$ cat src/rtl/miss_pkg.sv
// Shared definitions for the miss tracker.
// Assumes: 64-byte lines, so the line address drops 6 address bits.
package miss_pkg;
    localparam int LINE_OFS_BITS = 6;

    // What happens to the miss presented in the current cycle
    typedef enum logic [2:0] {
        ACT_IDLE   = 3'd0,
        ACT_SBHIT  = 3'd1,
        ACT_MERGE  = 3'd2,
        ACT_ALLOC  = 3'd3,
        ACT_STORE  = 3'd4,
        ACT_REJECT = 3'd5
    } miss_act_e;
endpackage

$ cat src/rtl/miss_first_set.sv
// Finds the lowest set bit of a vector and returns its index.
// Assumes: N >= 2; idx is zero when nothing is set.
module miss_first_set #(
    parameter int N = 16,
    parameter int W = $clog2(N)
) (
    input  logic [N-1:0] vec,
    output logic         found,
    output logic [W-1:0] idx
);
    // Scan from the top so that the lowest set bit wins
    always_comb begin
        found = 1'b0;
        idx   = '0;
        for (int i = N - 1; i >= 0; i--) begin
            if (vec[i]) begin
                found = 1'b1;
                idx   = W'(i);
            end
        end
    end
endmodule

$ cat src/rtl/miss_entry_table.sv
// Tracking entries: line address, valid bit and waiter mask per entry.
// Assumes: alloc_idx names a free entry and merge_idx a valid one.
// A refill takes precedence over alloc and merge on the same entry.
module miss_entry_table #(
    parameter int N_ENT  = 16,
    parameter int N_CTX  = 8,
    parameter int LINE_W = 26,
    parameter int IDX_W  = $clog2(N_ENT),
    parameter int CTX_W  = $clog2(N_CTX)
) (
    input  logic              clk,
    input  logic              rst_n,
    input  logic [LINE_W-1:0] lk_line,
    input  logic [CTX_W-1:0]  req_ctx,
    input  logic              alloc_en,
    input  logic [IDX_W-1:0]  alloc_idx,
    input  logic              merge_en,
    input  logic [IDX_W-1:0]  merge_idx,
    input  logic              refill_valid,
    input  logic [IDX_W-1:0]  refill_idx,
    output logic [N_ENT-1:0]  match_vec,
    output logic [N_ENT-1:0]  valid_vec,
    output logic [N_CTX-1:0]  wake
);
    logic [LINE_W-1:0] line_q [N_ENT];
    logic [N_CTX-1:0]  wait_q [N_ENT];
    logic [N_ENT-1:0]  valid_q;
    logic [N_CTX-1:0]  ctx_bit;

    assign ctx_bit   = N_CTX'(1) << req_ctx;
    assign valid_vec = valid_q;

    // Per-entry line comparison against the incoming miss
    for (genvar e = 0; e < N_ENT; e++) begin : g_cmp
        assign match_vec[e] = valid_q[e] && (line_q[e] == lk_line);
    end

    // Entry state update: refill releases, alloc claims, merge adds a waiter
    always_ff @(posedge clk) begin
        if (!rst_n) begin
            valid_q <= '0;
            for (int e = 0; e < N_ENT; e++) begin
                line_q[e] <= '0;
                wait_q[e] <= '0;
            end
        end else begin
            for (int e = 0; e < N_ENT; e++) begin
                if (refill_valid && refill_idx == IDX_W'(e)) begin
                    valid_q[e] <= 1'b0;
                    wait_q[e]  <= '0;
                end else if (alloc_en && alloc_idx == IDX_W'(e)) begin
                    valid_q[e] <= 1'b1;
                    line_q[e]  <= lk_line;
                    wait_q[e]  <= ctx_bit;
                end else if (merge_en && merge_idx == IDX_W'(e)) begin
                    wait_q[e]  <= wait_q[e] | ctx_bit;
                end
            end
        end
    end

    // Wake-up mask of the refilled entry, plus a same-cycle merger
    always_comb begin
        wake = '0;
        if (refill_valid && valid_q[refill_idx]) begin
            wake = wait_q[refill_idx];
            if (merge_en && merge_idx == refill_idx) begin
                wake = wake | ctx_bit;
            end
        end
    end
endmodule

$ cat src/rtl/miss_store_queue.sv
// First-in first-out store queue with a line lookup port.
// Assumes: push only when not full, pop only when out_valid.
module miss_store_queue #(
    parameter int DEPTH  = 4,
    parameter int LINE_W = 26,
    parameter int DATA_W = 64,
    parameter int PTR_W  = $clog2(DEPTH),
    parameter int CNT_W  = $clog2(DEPTH + 1)
) (
    input  logic              clk,
    input  logic              rst_n,
    input  logic              push,
    input  logic [LINE_W-1:0] push_line,
    input  logic [DATA_W-1:0] push_data,
    input  logic              pop,
    input  logic [LINE_W-1:0] lk_line,
    output logic              lk_hit,
    output logic              q_full,
    output logic              out_valid,
    output logic [LINE_W-1:0] head_line,
    output logic [DATA_W-1:0] head_data
);
    logic [LINE_W-1:0] line_q [DEPTH];
    logic [DATA_W-1:0] data_q [DEPTH];
    logic [DEPTH-1:0]  slot_v;
    logic [PTR_W-1:0]  wr_ptr, rd_ptr;
    logic [CNT_W-1:0]  cnt;
    logic [DEPTH-1:0]  slot_hit;

    // Advance a pointer with wrap at DEPTH
    function automatic logic [PTR_W-1:0] nxt(input logic [PTR_W-1:0] p);
        return (p == PTR_W'(DEPTH - 1)) ? '0 : p + 1'b1;
    endfunction

    assign q_full    = (cnt == CNT_W'(DEPTH));
    assign out_valid = (cnt != '0);
    assign head_line = line_q[rd_ptr];
    assign head_data = data_q[rd_ptr];
    assign lk_hit    = |slot_hit;

    // Per-slot line comparison for load hits on buffered stores
    for (genvar s = 0; s < DEPTH; s++) begin : g_hit
        assign slot_hit[s] = slot_v[s] && (line_q[s] == lk_line);
    end

    // Storage, pointers and occupancy
    always_ff @(posedge clk) begin
        if (!rst_n) begin
            slot_v <= '0;
            wr_ptr <= '0;
            rd_ptr <= '0;
            cnt    <= '0;
            for (int s = 0; s < DEPTH; s++) begin
                line_q[s] <= '0;
                data_q[s] <= '0;
            end
        end else begin
            if (push) begin
                line_q[wr_ptr] <= push_line;
                data_q[wr_ptr] <= push_data;
                slot_v[wr_ptr] <= 1'b1;
                wr_ptr         <= nxt(wr_ptr);
            end
            if (pop) begin
                slot_v[rd_ptr] <= 1'b0;
                rd_ptr         <= nxt(rd_ptr);
            end
            if (push && !pop)      cnt <= cnt + 1'b1;
            else if (pop && !push) cnt <= cnt - 1'b1;
        end
    end
endmodule

$ cat src/rtl/miss_tracker.sv
// Miss tracking for a shared non-blocking direct-mapped L1 data cache.
// Classifies each miss (store, store-queue hit, merge, alloc, reject),
// issues one registered refill request per new line and wakes waiters
// on refill. Assumes the requester retries whenever full is high.
module miss_tracker #(
    parameter int N_CTX    = 8,
    parameter int N_ENT    = 16,
    parameter int N_SB     = 4,
    parameter int ADDR_W   = 32,
    parameter int DATA_W   = 64,
    parameter int LINE_OFS = miss_pkg::LINE_OFS_BITS,
    parameter int CTX_W    = $clog2(N_CTX),
    parameter int IDX_W    = $clog2(N_ENT),
    parameter int LINE_W   = ADDR_W - LINE_OFS
) (
    input  logic              clk,
    input  logic              rst_n,
    input  logic              miss_valid,
    input  logic              miss_store,
    input  logic [CTX_W-1:0]  miss_ctx,
    input  logic [ADDR_W-1:0] miss_addr,
    input  logic [DATA_W-1:0] miss_wdata,
    output logic              full,
    output logic              mem_req_valid,
    output logic [IDX_W-1:0]  mem_req_idx,
    output logic [LINE_W-1:0] mem_req_line,
    input  logic              refill_valid,
    input  logic [IDX_W-1:0]  refill_idx,
    output logic [N_CTX-1:0]  wake,
    output logic              sb_drain_valid,
    input  logic              sb_drain_ready,
    output logic [LINE_W-1:0] sb_drain_line,
    output logic [DATA_W-1:0] sb_drain_data
);
    import miss_pkg::*;

    logic [LINE_W-1:0] line;
    logic              unused_ofs;
    logic [N_ENT-1:0]  match_vec, ent_valid;
    logic              hit_found, free_found;
    logic [IDX_W-1:0]  hit_idx, free_idx;
    logic              sq_hit, sq_full;
    miss_act_e         act;

    assign line       = miss_addr[ADDR_W-1:LINE_OFS];
    assign unused_ofs = ^miss_addr[LINE_OFS-1:0];

    miss_first_set #(.N(N_ENT), .W(IDX_W)) u_hit_pick (
        .vec(match_vec), .found(hit_found), .idx(hit_idx)
    );

    miss_first_set #(.N(N_ENT), .W(IDX_W)) u_free_pick (
        .vec(~ent_valid), .found(free_found), .idx(free_idx)
    );

    // Classify the presented miss; store-queue hit has priority over merge
    always_comb begin
        act = ACT_IDLE;
        if (miss_valid) begin
            if (miss_store)      act = sq_full ? ACT_REJECT : ACT_STORE;
            else if (sq_hit)     act = ACT_SBHIT;
            else if (hit_found)  act = ACT_MERGE;
            else if (free_found) act = ACT_ALLOC;
            else                 act = ACT_REJECT;
        end
    end

    assign full = (act == ACT_REJECT);

    miss_entry_table #(
        .N_ENT(N_ENT), .N_CTX(N_CTX), .LINE_W(LINE_W),
        .IDX_W(IDX_W), .CTX_W(CTX_W)
    ) u_table (
        .clk(clk), .rst_n(rst_n),
        .lk_line(line), .req_ctx(miss_ctx),
        .alloc_en(act == ACT_ALLOC), .alloc_idx(free_idx),
        .merge_en(act == ACT_MERGE), .merge_idx(hit_idx),
        .refill_valid(refill_valid), .refill_idx(refill_idx),
        .match_vec(match_vec), .valid_vec(ent_valid), .wake(wake)
    );

    miss_store_queue #(
        .DEPTH(N_SB), .LINE_W(LINE_W), .DATA_W(DATA_W)
    ) u_sq (
        .clk(clk), .rst_n(rst_n),
        .push(act == ACT_STORE), .push_line(line), .push_data(miss_wdata),
        .pop(sb_drain_valid && sb_drain_ready),
        .lk_line(line), .lk_hit(sq_hit), .q_full(sq_full),
        .out_valid(sb_drain_valid),
        .head_line(sb_drain_line), .head_data(sb_drain_data)
    );

    // One-cycle refill request registered from a fresh allocation
    always_ff @(posedge clk) begin
        if (!rst_n) begin
            mem_req_valid <= 1'b0;
            mem_req_idx   <= '0;
            mem_req_line  <= '0;
        end else begin
            mem_req_valid <= (act == ACT_ALLOC);
            if (act == ACT_ALLOC) begin
                mem_req_idx  <= free_idx;
                mem_req_line <= line;
            end
        end
    end
endmodule

$ cat config.mk
export PLATFORM = sky130hd
export DESIGN_NAME = miss_tracker
export DESIGN_NICKNAME = d
export VERILOG_FILES = /design/src/rtl/miss_pkg.sv /design/src/rtl/miss_first_set.sv /design/src/rtl/miss_entry_table.sv /design/src/rtl/miss_store_queue.sv /design/src/rtl/miss_tracker.sv
export SDC_FILE = /design/constraint.sdc
export NUM_CORES = 2
export LEC_CHECK = 0
export ABC_CLOCK_PERIOD_IN_PS = 25000
export BUFFER_PORTS_ARGS = -buffer_cell sky130_fd_sc_hd__buf_2
export CELL_PAD_IN_SITES_DETAIL_PLACEMENT = 1
export CELL_PAD_IN_SITES_GLOBAL_PLACEMENT = 2
export CORE_UTILIZATION = 47
export DETAILED_ROUTE_END_ITERATION = 8
export PLACE_DENSITY = 0.93
export SLEW_MARGIN = 20
export SYNTH_ARGS = -nofsm -noshare
export SYNTH_HDL_FRONTEND = slang
export SYNTH_SLANG_ARGS = --single-unit
$ cat constraint.sdc
create_clock -name clk -period 25 [get_ports clk]
set_clock_uncertainty 0.05 [all_clocks]
set_input_delay 2.5 -clock clk [delete_from_list [all_inputs] [get_ports clk]]
set_output_delay 2.5 -clock clk [all_outputs]
set_load 0.02 [all_outputs]
Yosys cells after proc, flatten, opt, wreduce, memory -nomap -nowiden. Memories as Yosys holds them, arrays and structs flattened. A register that Yosys moved wholly into a read port is not among the register bits. Index checks and enable logic that the tools add are counted.

Register bits after elaboration: 58. Bits in writable memories: 904. Word-level logic and storage cells: 652. Memories kept: 4. Input port bits: 109.

Bitwise operators: 86. Shift operators: 1. Reductions and logical operators: 101. $lt $le $gt $ge: 5. Equality and inequality tests: 73. Add/subtract/negate cells: 4. Multiplexer cells: 355.

Memory list: u_table.line_q (depth 16, width 26, rd ports 16, clocked after memory_dff 0, write ports 16, RTL line miss_entry_table.sv:25) `logic [LINE_W-1:0] line_q [N_ENT];`; u_sq.data_q (depth 4, width 64, rd ports 1, clocked after memory_dff 1, write ports 4, RTL line miss_store_queue.sv:24) `logic [DATA_W-1:0] data_q [DEPTH];`; u_table.wait_q (depth 16, width 8, rd ports 17, clocked after memory_dff 0, write ports 16, RTL line miss_entry_table.sv:26) `logic [N_CTX-1:0] wait_q [N_ENT];`; u_sq.line_q (depth 4, width 26, rd ports 5, clocked after memory_dff 1, write ports 4, RTL line miss_store_queue.sv:23) `logic [LINE_W-1:0] line_q [DEPTH];`.

Operators by type and width (count): $eq 26x26->1 (20); $mux 26 (17); $mux 8 (50); $mux 1 (234); $mux 4 (35); $or 8x8->8 (17); $eq 4x4->1 const B (24); $logic_and 1x1->1 (75); $mux 64 (1); $or 1x1->1 (64); $reduce_or 64->1 (1); $eq 4x3->1 const B (12); $reduce_or 2->1 (16); $reduce_or 26->1 (1); $eq 4x2->1 const B (6); $mux 3 (7); $mux 2 (8); $not 16->16 (1); $eq 4x1->1 const B (3); $logic_not 4->1 (3); $eq 3x3->1 const B (3); $shl 1x3->8 const A (1); $eq 3x2->1 const B (2); $lt 2x3->1 const B (2); 17 further kinds (22).

Longest topological paths before layout.
Word-level depth: 30. Mapped depth: 15. Mapped depth without buffers: 10.

Modules after synthesis. From an unflattened synthesis, not the netlist that was laid out.

Cells, all modules: 3372. Area, all modules: 46100.5 um^2.

By module, submodules not included: miss_entry_table (sequential area each 16656.0 um^2, cells each 2039, times used 1, area an instance 27094.7 um^2); miss_store_queue (sequential area each 11070.6 um^2, cells each 1110, times used 1, area an instance 17280.3 um^2); miss_tracker (sequential area each 620.6 um^2, cells each 157, times used 1, area an instance 1367.6 um^2); miss_first_set (sequential area each 0.0 um^2, cells each 33, times used 2, area an instance 178.9 um^2).

Least setup slack after synthesis. OpenSTA, ideal clock, no wires.

Kind: input -> register. From: input port miss_store. To: memory u_sq.data_q[3][0], enable pin. Setup slack: 14.530 ns. Arrival: 9.748 ns. Buffers on the path: 1. Setup time: 0.672 ns. Cell stages on the path: 4. Path through: a21boi_0 nand2_1 clkbuf_1 o31ai_1.

RTL lines: start, declared (RTL line miss_tracker.sv:19) `input logic miss_store,`; end, declared (RTL line miss_store_queue.sv:24).

Worst setup path in the final report.
From: input port miss_addr[25]. To: output port wake[1].

Longest elaborated chain between the ends: 26.

Ends and longest elaborated chain: start, declared (RTL line miss_tracker.sv:21) `input logic [ADDR_W-1:0] miss_addr,`; $eq 26x26->1 (RTL line miss_entry_table.sv:35) `assign match_vec[e] = valid_q[e] && (line_q[e] == lk_line);`; $logic_and 1x1->1 (RTL line miss_entry_table.sv:35); $mux 1 (16 in a row) (RTL line miss_first_set.sv:16) `if (vec[i]) begin`; $mux 3 (RTL line miss_tracker.sv:62) `else if (hit_found) act = ACT_MERGE;`; $mux 3 (RTL line miss_tracker.sv:61) `else if (sq_hit) act = ACT_SBHIT;`; $mux 3 (RTL line miss_tracker.sv:60) `if (miss_store) act = sq_full ? ACT_REJECT : ACT_STORE;`; $mux 3 (RTL line miss_tracker.sv:59) `if (miss_valid) begin`; $eq 3x2->1 (RTL line miss_tracker.sv:77) `.merge_en(act == ACT_MERGE), .merge_idx(hit_idx),`; $logic_and 1x1->1 (*) (RTL line miss_entry_table.sv:67) `if (merge_en && merge_idx == refill_idx) begin`; $mux 8 (*) (RTL line miss_entry_table.sv:67); $mux 8 (*) (RTL line miss_entry_table.sv:65) `if (refill_valid && valid_q[refill_idx]) begin`; end, declared (RTL line miss_tracker.sv:29) `output logic [N_CTX-1:0] wake,`.

Every way passes the cells marked *; elsewhere a longest branch is shown, timed or not.

==> flow_summary_export.csv <==
group,metric,value,unit
run_status,status,"complete, no violations",
timing,rsz0062_at_grt,"false",
power_and_ir_drop,vdd_drop_max,0.0532,mV
critical_path,crit_required,22.45,ns
drt,wire_per_inst,30.3,µm
synthesis,synthArstFlopShare,0,
power_and_ir_drop,p_leak,18.6,nW
clock_tree,post_cts_buffers,0,
timing,report.final.hold_viol_count,0,
global_routing,grt_pass1_vias,34500,
synthesis,synthesis.area,47200,µm²
placed_design,hpwl,101,mm
finish,synthToLayoutAreaGrowth,12.0,%
job,cap_violations,0,
floorplanning,start_util,0.477,
placed_design,gp_congestion,0.927,
synthesis,synth_cells,3678,
synthesis,ys_ff_latch,964,
clock_tree,ctsHtreeMaxLevel,3,
drt,postRouteAntennaNets,0,
floorplanning,die_area,102000,µm²
clock_tree,clk_pin_slew,0.06,ns
critical_path,worstSetupEndpointType,"output port",
global_routing,grt_pass1_wl,230,mm
timing,slew_violations,0,
timing,fin_tns_setup,0,ns
synthesis,synth_seq_area_share,0.600,
finish,num-nets-final,3960,
synthesis,yosys_warnings,0,
critical_path,crit_path_start_kind,"input pin",
global_routing,antenna_found_initial,5,
synthesis,synthesis.nets,3797,
critical_path,arrival,7.14,ns
drt,first_iter_violations,3722,
synthesis,synth_cell_types,97,
synthesis,synthFlopType,"edfxtp_1",
clock_tree,cts.repair.resized,0,
critical_path,worstSetupPathType,"input pin to output port",
timing,fin_crit_sh,0.387,
placed_design,numPlacedInstances,5026,
timing,min_period,9.69,ns
finish,drive_gt1_frac,0.177,
finish,mostFrequentLayoutCells,"edfxtp_1 (904), nor2_1 (404), xnor2_1 (346), and2_1 (287), buf_2 (232)",
timing,slew_headroom,0.183,
clock_tree,cts_tree,"built",
timing,setup_violations,0,
finish,final_common_cell,"edfxtp_1",
clock_tree,clk_latency,0.70,ns
clock_tree,cts_buffer_depth,3,
floorplanning,num_rows,115,
drt,vias,33100,
clock_tree,cts_buffers,100,
clock_tree,cts_sinks,964,
drt,drc,0,
clock_tree,cts_root_buffer,"clkbuf_16",
global_routing,grt_use_total,0.307,
drt,firstDrtPassIters,5,
clock_tree,hold_buffers,0,
timing,hold_ws,0.405,ns
floorplanning,coreArea,99000,µm²
finish,fin_cells,5219,
floorplanning,boundaryPins,240,
drt,routed_wl,158,mm
synthesis,postSynthAreaPerCell,12.8,µm²
hold_path,hold_class,"register to register",
timing,fmax,103,MHz
placed_design,port_buffers,233,
global_routing,grt_max_degree,72,
floorplanning,die_x,319,µm
global_routing,gr-total-overflow,0,
floorplanning,die_h,319,µm
drt,vias_per_cell,6.34,
critical_path,cp_max_fo,15,
power_and_ir_drop,p_per_area,77.0,nW/µm²
synthesis,synth_edf_count,904,
timing,tightest_slew,1.21,ns
-- where the power goes --
part           internal (mW)  leakage, nW  switching [mW]
Sequential              1.86         9.74          0.0681
Clock                  0.869         1.63           0.665
Combinational          0.220         7.18           0.385
-- registers in the layout, indices dropped and copies added, names as in the netlist, named ones only --
signal and count:
u_sq.rd_ptr 2, mem_req_idx 4, u_sq.wr_ptr 2, u_sq.slot_v 4, u_table.valid_vec 16, mem_req_line 26, u_table.wait_q 128, u_sq.data_q 256
u_sq.line_q 104, u_sq.cnt 3, mem_req_valid 1, u_table.line_q 416
-- path summary, 6_finish.rpt --
path                                           to  cells past startpoint  slack [ns]            start
worst max-delay path                      wake[1]                     13       15.31    miss_addr[25]
worst min-delay path              mem_req_line[8]                      2        0.41  mem_req_line[8]
worst max register to register  u_sq.line_q[0][2]                     11       19.16      u_sq.cnt[0]
worst min register to register    mem_req_line[8]                      2        0.41  mem_req_line[8]
-- per-layer routing --
metal | up-vias | global-route usage | share of wire
met5 | - | 0 | 0.000063
met4 | 2 | 0.171 | 0.060
met3 | 500 | 0.0500 | 0.082
met2 | 1806 | 0.522 | 0.49
met1 | 17000 | 0.371 | 0.37
li1 | 13800 | - | -
-- per-stage QoR --
step	cell area, µm²	setup WS [ns]	utilization	power [mW]
floorplan	47200	14.53	-	2.34
global placement	49500	15.48	0.500	2.53
detailed placement	49500	15.43	0.500	2.56
CTS	52800	15.37	0.534	4.07
global route	52900	15.26	0.534	4.16
finish	52900	15.31	0.534	4.07
-- worst max-delay path, stage by stage --
cell and delay, ns:
buf_2 0.47, buf_4 0.43, xnor2_1 0.23, nand4_1 0.15, or4b_2 0.61, or4_1 0.61, o221ai_1 0.19, a311o_1 0.33
a41oi_2 0.13, xnor2_1 0.14, or4b_1 0.87, o21ai_2 0.25, buf_2 0.19
-- cells by family (layout without fill, tap and decap cells) --
family / count (synthesis) / count (layout) / synth area share
other: 0 / 5 / 0
multiplexers: 138 / 138 / 0.0650
AO/OA/AOI/OAI: 287 / 287 / 0.0401
flip-flops: 964 / 964 / 0.600
buffers and inverters: 320 / 569 / 0.0320
AND/OR/NAND/NOR: 1433 / 1433 / 0.162
adder cells (fa/ha/maj): 10 / 10 / 0.00281
XOR/XNOR: 526 / 526 / 0.0976
-- synth_stat cells (17+ instances only) --
| master | number | share of area |
|---|---|---|
| edfxtp_1 | 904 | 0.57 |
| nor2_1 | 404 | 0.032 |
| xnor2_1 | 346 | 0.064 |
| and2_1 | 287 | 0.038 |
| nand4_1 | 213 | 0.028 |
| xor2_1 | 180 | 0.033 |
| nand2_1 | 171 | 0.014 |
| a21oi_1 | 149 | 0.016 |
| clkbuf_1 | 138 | 0.011 |
| mux4_2 | 135 | 0.064 |
| and3_1 | 73 | 0.0097 |
| nor4_1 | 68 | 0.0090 |
| nor3_1 | 65 | 0.0069 |
| dfxtp_1 | 60 | 0.025 |
| buf_2 | 59 | 0.0063 |
| inv_1 | 49 | 0.0039 |
| nand3_1 | 29 | 0.0031 |
| buf_4 | 28 | 0.0045 |
| buf_1 | 27 | 0.0021 |
| o21ai_0 | 24 | 0.0025 |
| a22o_1 | 17 | 0.0032 |
| a31oi_1 | 17 | 0.0023 |
-- final cells by class --
type / instances / area [µm²]
antenna: 5 / 12.5
clock buffer: 135 / 2740
clock inverter: 53 / 593
fill: 9942 / 46100
inverter: 51 / 191
multi-input combinational: 2394 / 17500
sequential: 964 / 28400
tap: 1287 / 1610
timing repair buffer: 330 / 1900
No activity file was read; power rests on OpenSTA's default activity.
